===== src/rtl/atm_src_pkg.sv =====
// Shared constants and types for the ATM cell source.
// Assumes standard ATM cells: 5 header bytes followed by 48 payload bytes.
package atm_src_pkg;
    localparam int ATM_CELL_BYTES = 53;
    localparam int ATM_HDR_BYTES  = 5;

    // Kind of the cell currently on the output
    typedef enum logic [1:0] {
        SRC_IDLE = 2'd0,
        SRC_USER = 2'd1,
        SRC_FILL = 2'd2
    } src_kind_e;

    // Filler payload pattern selection
    typedef enum logic [1:0] {
        PAT_FIXED     = 2'd0,
        PAT_CELL_INC  = 2'd1,
        PAT_BYTE_INC  = 2'd2,
        PAT_FIXED_ALT = 2'd3
    } pat_mode_e;
endpackage


===== src/rtl/acs_cell_fifo.sv =====
// Byte-wide elastic buffer sized for CELLS whole cells.
// Tracks how many complete cells have been written and not yet claimed.
// Assumes rd_en is only raised when the head byte belongs to a claimed cell,
// and take_cell only when cell_avail is high.
module acs_cell_fifo #(
    parameter int CELLS      = 4,
    parameter int CELL_BYTES = 53
) (
    input  logic       clk,
    input  logic       rst_n,
    input  logic       wr_en,
    input  logic [7:0] wr_data,
    output logic       wr_ready,
    input  logic       rd_en,
    output logic [7:0] rd_data,
    input  logic       take_cell,
    output logic       cell_avail
);
    localparam int DEPTH = CELLS * CELL_BYTES;
    localparam int AW    = $clog2(DEPTH);
    localparam int CW    = $clog2(DEPTH + 1);
    localparam int BW    = $clog2(CELL_BYTES);
    localparam int NW    = $clog2(CELLS + 1);
    localparam logic [AW-1:0] PTR_LAST  = AW'(DEPTH - 1);
    localparam logic [BW-1:0] BYTE_LAST = BW'(CELL_BYTES - 1);

    logic [7:0]    mem [DEPTH];
    logic [AW-1:0] wr_ptr, rd_ptr;
    logic [CW-1:0] occ;
    logic [BW-1:0] wbyte;
    logic [NW-1:0] ncell;
    logic          wr_fire, cell_done;

    assign wr_ready   = (occ < CW'(DEPTH));
    assign wr_fire    = wr_en && wr_ready;
    assign cell_done  = wr_fire && (wbyte == BYTE_LAST);
    assign rd_data    = mem[rd_ptr];
    assign cell_avail = (ncell != '0);

    // Store accepted bytes (storage array needs no reset)
    always_ff @(posedge clk) begin
        if (wr_fire) mem[wr_ptr] <= wr_data;
    end

    // Advance write/read pointers with wrap at the buffer depth
    always_ff @(posedge clk) begin
        if (!rst_n) begin
            wr_ptr <= '0;
            rd_ptr <= '0;
        end else begin
            if (wr_fire) wr_ptr <= (wr_ptr == PTR_LAST) ? '0 : wr_ptr + 1'b1;
            if (rd_en)   rd_ptr <= (rd_ptr == PTR_LAST) ? '0 : rd_ptr + 1'b1;
        end
    end

    // Track byte occupancy
    always_ff @(posedge clk) begin
        if (!rst_n) occ <= '0;
        else begin
            case ({wr_fire, rd_en})
                2'b10:   occ <= occ + 1'b1;
                2'b01:   occ <= occ - 1'b1;
                default: occ <= occ;
            endcase
        end
    end

    // Position of the next written byte inside its cell
    always_ff @(posedge clk) begin
        if (!rst_n)       wbyte <= '0;
        else if (wr_fire) wbyte <= (wbyte == BYTE_LAST) ? '0 : wbyte + 1'b1;
    end

    // Number of complete, unclaimed cells
    always_ff @(posedge clk) begin
        if (!rst_n) ncell <= '0;
        else begin
            case ({cell_done, take_cell})
                2'b10:   ncell <= ncell + 1'b1;
                2'b01:   ncell <= ncell - 1'b1;
                default: ncell <= ncell;
            endcase
        end
    end
endmodule


===== src/rtl/acs_fill_gen.sv =====
// Combinational filler byte generator.
// Given the byte index inside a cell, returns the configured header byte or
// the payload byte of the selected pattern. All arithmetic wraps modulo 256.
module acs_fill_gen
    import atm_src_pkg::*;
#(
    parameter int CELL_BYTES = ATM_CELL_BYTES,
    parameter int HDR_BYTES  = ATM_HDR_BYTES,
    parameter int IDX_W      = $clog2(CELL_BYTES)
) (
    input  logic [IDX_W-1:0]       idx,
    input  logic [HDR_BYTES*8-1:0] hdr,
    input  logic [1:0]             mode,
    input  logic [7:0]             base,
    input  logic [7:0]             seq,
    output logic [7:0]             fill_byte
);
    logic [7:0] pay_idx;

    assign pay_idx = 8'(idx) - 8'(HDR_BYTES);

    // Pick the header byte or the pattern byte for this position
    always_comb begin
        fill_byte = base;
        if (idx < IDX_W'(HDR_BYTES)) begin
            for (int i = 0; i < HDR_BYTES; i++) begin
                if (idx == IDX_W'(i)) fill_byte = hdr[(HDR_BYTES-1-i)*8 +: 8];
            end
        end else begin
            case (pat_mode_e'(mode))
                PAT_CELL_INC: fill_byte = base + seq;
                PAT_BYTE_INC: fill_byte = base + pay_idx;
                default:      fill_byte = base;
            endcase
        end
    end
endmodule


===== src/rtl/acs_sat_counter.sv =====
// Event counter with synchronous clear and a selectable saturate/wrap mode.
// Clear has priority over increment.
module acs_sat_counter #(
    parameter int W = 24
) (
    input  logic         clk,
    input  logic         rst_n,
    input  logic         clr,
    input  logic         inc,
    input  logic         sat,
    output logic [W-1:0] cnt
);
    // Count events, holding at all ones when saturating
    always_ff @(posedge clk) begin
        if (!rst_n || clr)          cnt <= '0;
        else if (inc && !(sat && (&cnt))) cnt <= cnt + 1'b1;
    end
endmodule


===== src/rtl/atm_cell_source.sv =====
// ATM cell source with idle fill.
// Buffers written user cells and emits a gap-free byte stream of whole cells,
// inserting register-defined filler cells when no user cell is complete.
// Assumes the writer delivers whole 53-byte cells in order; the byte in the
// HEC position is passed through untouched.
module atm_cell_source
    import atm_src_pkg::*;
#(
    parameter int BUF_CELLS = 4,
    parameter int CNT_W     = 24
) (
    input  logic             clk,
    input  logic             rst_n,
    input  logic             wr_en,
    input  logic [7:0]       wr_data,
    output logic             wr_ready,
    input  logic             out_ready,
    output logic             out_valid,
    output logic [7:0]       out_data,
    output logic             out_soc,
    output logic             out_is_fill,
    input  logic             cfg_fill_en,
    input  logic [39:0]      cfg_hdr,
    input  logic [1:0]       cfg_pat_mode,
    input  logic [7:0]       cfg_pat_val,
    input  logic             cfg_cnt_sat,
    input  logic             cnt_clr,
    output logic [CNT_W-1:0] fill_cnt,
    output logic [CNT_W-1:0] user_cnt
);
    localparam int IDX_W = $clog2(ATM_CELL_BYTES);
    localparam logic [IDX_W-1:0] IDX_LAST = IDX_W'(ATM_CELL_BYTES - 1);
    localparam int N_CNT = 2;

    src_kind_e        kind_q, kind_pick;
    logic [IDX_W-1:0] idx_q;
    logic [7:0]       fill_seq;
    logic [7:0]       fifo_byte, fill_byte;
    logic             cell_avail, xfer, last, boundary, take_cell, rd_en;
    logic [N_CNT-1:0] cnt_inc;
    logic [CNT_W-1:0] cnt_val [N_CNT];

    acs_cell_fifo #(
        .CELLS      (BUF_CELLS),
        .CELL_BYTES (ATM_CELL_BYTES)
    ) u_fifo (
        .clk        (clk),
        .rst_n      (rst_n),
        .wr_en      (wr_en),
        .wr_data    (wr_data),
        .wr_ready   (wr_ready),
        .rd_en      (rd_en),
        .rd_data    (fifo_byte),
        .take_cell  (take_cell),
        .cell_avail (cell_avail)
    );

    acs_fill_gen #(
        .CELL_BYTES (ATM_CELL_BYTES),
        .HDR_BYTES  (ATM_HDR_BYTES),
        .IDX_W      (IDX_W)
    ) u_fill (
        .idx       (idx_q),
        .hdr       (cfg_hdr),
        .mode      (cfg_pat_mode),
        .base      (cfg_pat_val),
        .seq       (fill_seq),
        .fill_byte (fill_byte)
    );

    assign out_valid   = (kind_q != SRC_IDLE);
    assign out_is_fill = (kind_q == SRC_FILL);
    assign out_soc     = out_valid && (idx_q == '0);
    assign out_data    = (kind_q == SRC_USER) ? fifo_byte : fill_byte;
    assign xfer        = out_valid && out_ready;
    assign last        = (idx_q == IDX_LAST);
    assign boundary    = (kind_q == SRC_IDLE) || (xfer && last);
    assign take_cell   = boundary && cell_avail;
    assign rd_en       = xfer && (kind_q == SRC_USER);

    // Choose the next cell kind: user cell first, then filler if enabled
    always_comb begin
        if (cell_avail)       kind_pick = SRC_USER;
        else if (cfg_fill_en) kind_pick = SRC_FILL;
        else                  kind_pick = SRC_IDLE;
    end

    // Sequence through the bytes of the current cell
    always_ff @(posedge clk) begin
        if (!rst_n) begin
            kind_q <= SRC_IDLE;
            idx_q  <= '0;
        end else if (boundary) begin
            kind_q <= kind_pick;
            idx_q  <= '0;
        end else if (xfer) begin
            idx_q  <= idx_q + 1'b1;
        end
    end

    // Per-cell pattern step: one per completed filler cell
    always_ff @(posedge clk) begin
        if (!rst_n || cnt_clr)                     fill_seq <= '0;
        else if (xfer && last && kind_q == SRC_FILL) fill_seq <= fill_seq + 1'b1;
    end

    assign cnt_inc[0] = xfer && last && (kind_q == SRC_FILL);
    assign cnt_inc[1] = xfer && last && (kind_q == SRC_USER);

    for (genvar g = 0; g < N_CNT; g++) begin : g_cnt
        acs_sat_counter #(.W(CNT_W)) u_cnt (
            .clk   (clk),
            .rst_n (rst_n),
            .clr   (cnt_clr),
            .inc   (cnt_inc[g]),
            .sat   (cfg_cnt_sat),
            .cnt   (cnt_val[g])
        );
    end

    assign fill_cnt = cnt_val[0];
    assign user_cnt = cnt_val[1];
endmodule


===== config.mk =====
export PLATFORM = sky130hd
export DESIGN_NAME = atm_cell_source
export DESIGN_NICKNAME = d
export VERILOG_FILES = /design/src/rtl/atm_src_pkg.sv /design/src/rtl/acs_cell_fifo.sv /design/src/rtl/acs_fill_gen.sv /design/src/rtl/acs_sat_counter.sv /design/src/rtl/atm_cell_source.sv
export SDC_FILE = /design/constraint.sdc
export NUM_CORES = 2
export LEC_CHECK = 0
export ABC_AREA = 1
export ABC_CLOCK_PERIOD_IN_PS = 3300
export BUFFER_PORTS_ARGS = -buffer_cell sky130_fd_sc_hd__buf_4
export CORE_MARGIN = 4
export CORE_UTILIZATION = 52
export DETAILED_ROUTE_END_ITERATION = 6
export GPL_ROUTABILITY_DRIVEN = 0
export PLACE_DENSITY_LB_ADDON = 0.05
export SETUP_SLACK_MARGIN = 0.4
export SYNTH_ARGS = -nofsm -noshare
export SYNTH_HDL_FRONTEND = slang
export SYNTH_SLANG_ARGS = --single-unit

===== constraint.sdc =====
create_clock -name clk -period 3.3 [get_ports clk]
set_clock_uncertainty 0.2 [all_clocks]
set_input_delay 0 -clock clk [delete_from_list [all_inputs] [get_ports clk]]
set_output_delay 0 -clock clk [all_outputs]
set_load 0.01 [all_outputs]

==> results.py <==
metrics = {
    "floorplanning": {
        "rows": 139,
        "core_area_sq_um": 144000,
        "ioPinCount": 125,
        "die_area_sq_um": 151000,
        "die_w_um": 389,
        "start_util_pct": 52.4,
        "die_h_um": 389,
    },
    "cts": {
        "path_clk_slew_ps": 60,
        "cts_sinks": 1801,
        "cts_tree": "built",
        "cts_inserted_buffers": 185,
        "worstSkewPairLatency_ps": 800,
        "ctsHtreeMaxLevel": 4,
        "root_buffer": "clkbuf_16",
        "clock_tree.buffer_depth": 3,
    },
    "run_status": {
        "violations": "setup timing",
        "outcome": "finished, violations left",
    },
    "routing": {
        "drt_drc_violations_left": 0,
        "wl_um": 228000,
        "vias": 54026,
        "avgRoutedWirePerCell_um": 24.8,
        "ant_nets": 0,
        "drtIter0Drc": 5626,
        "drtPass1Iterations": 6,
        "viasPerCell": 5.87,
    },
    "final_layout": {
        "layout-drive-gt1-share_pct": 15.4,
        "num-fill-cells": 11327,
        "multi_input_area_sq_um": 21200,
        "fin_area_sq_um": 90300,
        "area_growth_pct": 19.7,
        "ff_latch_area_sq_um": 53100,
        "fin_nets": 7238,
        "fin_util_pct": 62.8,
    },
    "timing": {
        "timing.fmax_mhz": 278,
        "min_period_ps": 3600,
        "hold_violations": 0,
        "finalMaxSlewViolations": 0,
        "maxSlewHeadroom_pct": 35.7,
        "setup-violations-final": 8,
        "max_slew.worst_pin.slew_ps": 964,
        "rsz0062_at_grt": "true",
        "period_share_pct": 109,
        "fin_tns_setup_ps": -2140,
        "layout_setup_ws_ps": -300,
    },
    "setup_path": {
        "path_cells": "buf_16, buf_16, buf_12, clkbuf_16, nand2_1, nand3_1, nand3_1, nand2_1, nand2_1, nand3_2, nand3_4, nand3_4, nand2_1, nand2_2, nand3_2, buf_6, nand2_1, buf_4",
        "cp_top_family": "simple AND/OR/NAND/NOR gates",
        "ff2ff_setup_slack_ps": 510,
        "crit_type": "reg -> out",
        "r2r-start": "idx_q[2]",
        "critical_path.startpoint_type": "register",
        "cpPeakStageDelay_ps": 400,
        "crit_path_max_fanout": 8,
        "crit_end": "out_data[2]",
        "crit_slowest_cell": "dfxtp_4",
        "cp_common_cell": "nand2_1",
        "worst-path-buf-inv": 6,
        "crit_required_ps": 3100,
        "endpoint_kind": "output port",
        "reg2regPathDepth": 10,
        "worstSetupPathDepth": 18,
        "r2r-end": "kind_q[1]",
        "crit_arrival_ps": 3400,
    },
    "pwr": {
        "swShare_pct": 24.6,
        "power_frac_clock_pct": 39.4,
        "pwr_density_cell_nw_per_um2": 569,
        "p_total_w": 0.0514,
        "p_int_w": 0.0387,
        "p_switching_w": 0.0127,
        "pwr-share-seq_pct": 48.8,
        "ir_drop_v": 0.000522,
        "p_comb_share_pct": 11.8,
        "leakagePower_nw": 32.7,
    },
    "grt": {
        "grt_pass1_wl_um": 338000,
        "antenna_found_initial": 3,
        "grt_pass1_vias": 51819,
        "grt_overflow": 0,
        "grt_use_total_pct": 29.7,
        "grt_max_degree": 116,
    },
    "logic_synthesis": {
        "yosysWarnings": 0,
        "syn_nets": 6857,
        "ys_types": 47,
        "seq_area_frac_synth_pct": 70.3,
        "syn_area_sq_um": 75400,
        "synth-seq-cells": 1801,
        "syn_area_per_cell_sq_um": 11.2,
        "netlist_instances": 6757,
    },
    "flow_run": {
        "cap_violations": 0,
    },
    "placement": {
        "dp_slack_ps": 70.0,
        "place_area_sq_um": 80500,
        "io_buffer_count": 124,
        "dp_hpwl_um": 128000,
    },
    "worst_hold_path": {
        "min_path_type": "in -> reg",
        "hold_path_depth": 2,
    },
}
## sequential cells by signal, indices dropped and copies added (netlist names), named ones only
name	count
kind_q	2
u_fifo.ncell	3
u_fifo.occ	8
u_fifo.wbyte	6
u_fifo.mem	1696
u_fifo.wr_ptr	8
idx_q	6
fill_seq	8
u_fifo.rd_ptr	8
g_cnt.u_cnt.cnt	48
## how the worst min path moves through the flow
stage                     from            endpoint  slack (ps)
floorplan           wr_data[0]    u_fifo.mem[0][0]        -100
global placement    wr_data[6]  u_fifo.mem[156][6]          80
detailed placement  wr_data[6]  u_fifo.mem[156][6]          80
CTS                 wr_data[2]  u_fifo.mem[156][2]          60
global route        wr_data[2]  u_fifo.mem[156][2]         100
finish              wr_data[2]  u_fifo.mem[156][2]          80
## cell usage in the layout (no fill, tap or decap), types with 43 or more instances in the layout
| cell | synthesis | routed |
|---|---|---|
| buf_12 | 0 | 54 |
| inv_1 | 131 | 127 |
| nand3_2 | 1 | 110 |
| nand2_1 | 1961 | 1911 |
| nor2_1 | 429 | 409 |
| buf_16 | 0 | 52 |
| dfxtp_1 | 105 | 95 |
| clkbuf_1 | 121 | 46 |
| nand3_1 | 1414 | 1264 |
| clkinv_1 | 5 | 47 |
| o21ai_0 | 189 | 174 |
| clkbuf_16 | 0 | 202 |
| edfxtp_1 | 1696 | 1696 |
| buf_4 | 24 | 415 |
| a21oi_1 | 108 | 107 |
| nand2_2 | 0 | 43 |
## cells in the mapped netlist, drive strengths merged
master / instances / area share [%]
nor4: 8 / 0.086
fa: 3 / 0.080
a31oi: 6 / 0.050
o21a: 4 / 0.040
inv: 143 / 0.72
or2: 2 / 0.017
clkinv: 6 / 0.032
nor3: 44 / 0.33
a221oi: 1 / 0.012
nand3: 1415 / 9.4
clkbuf: 121 / 0.60
o22ai: 36 / 0.30
nand2: 1965 / 9.8
o211ai: 17 / 0.17
xnor2: 14 / 0.16
nor2: 434 / 2.2
o21bai: 3 / 0.030
nor3b: 12 / 0.15
edfxtp: 1696 / 68
and3: 7 / 0.058
xor2: 26 / 0.30
nand3b: 1 / 0.010
a21o: 1 / 0.010
dfxtp: 105 / 2.8
nand4: 35 / 0.29
a211oi: 1 / 0.017
a21oi: 108 / 0.72
o21ai: 196 / 1.3
buf: 297 / 2.0
o221ai: 18 / 0.21
ha: 32 / 0.53
## power groups by stage
stage | registers, W | clock network (W) | logic, W
2_1_floorplan | 0.0256 | 0 | 0.00281
3_3_place_gp | 0.0256 | 0 | 0.00478
3_5_place_dp | 0.0256 | 0 | 0.00480
4_1_cts | 0.0251 | 0.0205 | 0.00582
5_1_grt | 0.0251 | 0.0215 | 0.00652
6_report | 0.0251 | 0.0203 | 0.00604
## per-layer routing
| layer | track usage [%] | share of wire [%] | vias to the layer above |
|---|---|---|---|
| met1 | 41.8 | 41 | 26523 |
| met4 | 10.8 | 3.9 | 2 |
| met2 | 47.0 | 46 | 2427 |
| li1 | - | - | 24613 |
| met3 | 5.18 | 8.6 | 461 |
| met5 | 0 | 0.0044 | - |
## cell type report
cell class	instances	share of cell area, %
antenna	1	0.00277
clock buffer	239	5.54
clock inverter	105	0.886
inverter	149	0.678
multi-input combinational	4389	23.5
sequential	1801	58.8
tap	1903	2.64
timing repair buffer	607	7.92
timing repair inverter	5	0.0845
## what timing repair did
item	CTS	global route
gates cloned	49	9
hold endpoints to repair	1669	0
pin swaps	65	58
endpoints found under the setup margin	49	105
hold buffers	24	0
buffers inserted	22	8
gates resized for setup	315	103
## cell families after synthesis
group / share of synthesized area, %
simple gates: 22.4
fa+ha+maj: 0.611
xor+xnor: 0.465
compound gates: 2.85
buf+inv: 3.39
flops: 70.3
## through the flow
step	hold slack (ps)	cells
finish	82.3	9199
global route	104	9198
CTS	62.7	9181
detailed placement	81.5	8742
global placement	81.4	8742
floorplan	-101	6757
Power figures use the tool's default switching activity.
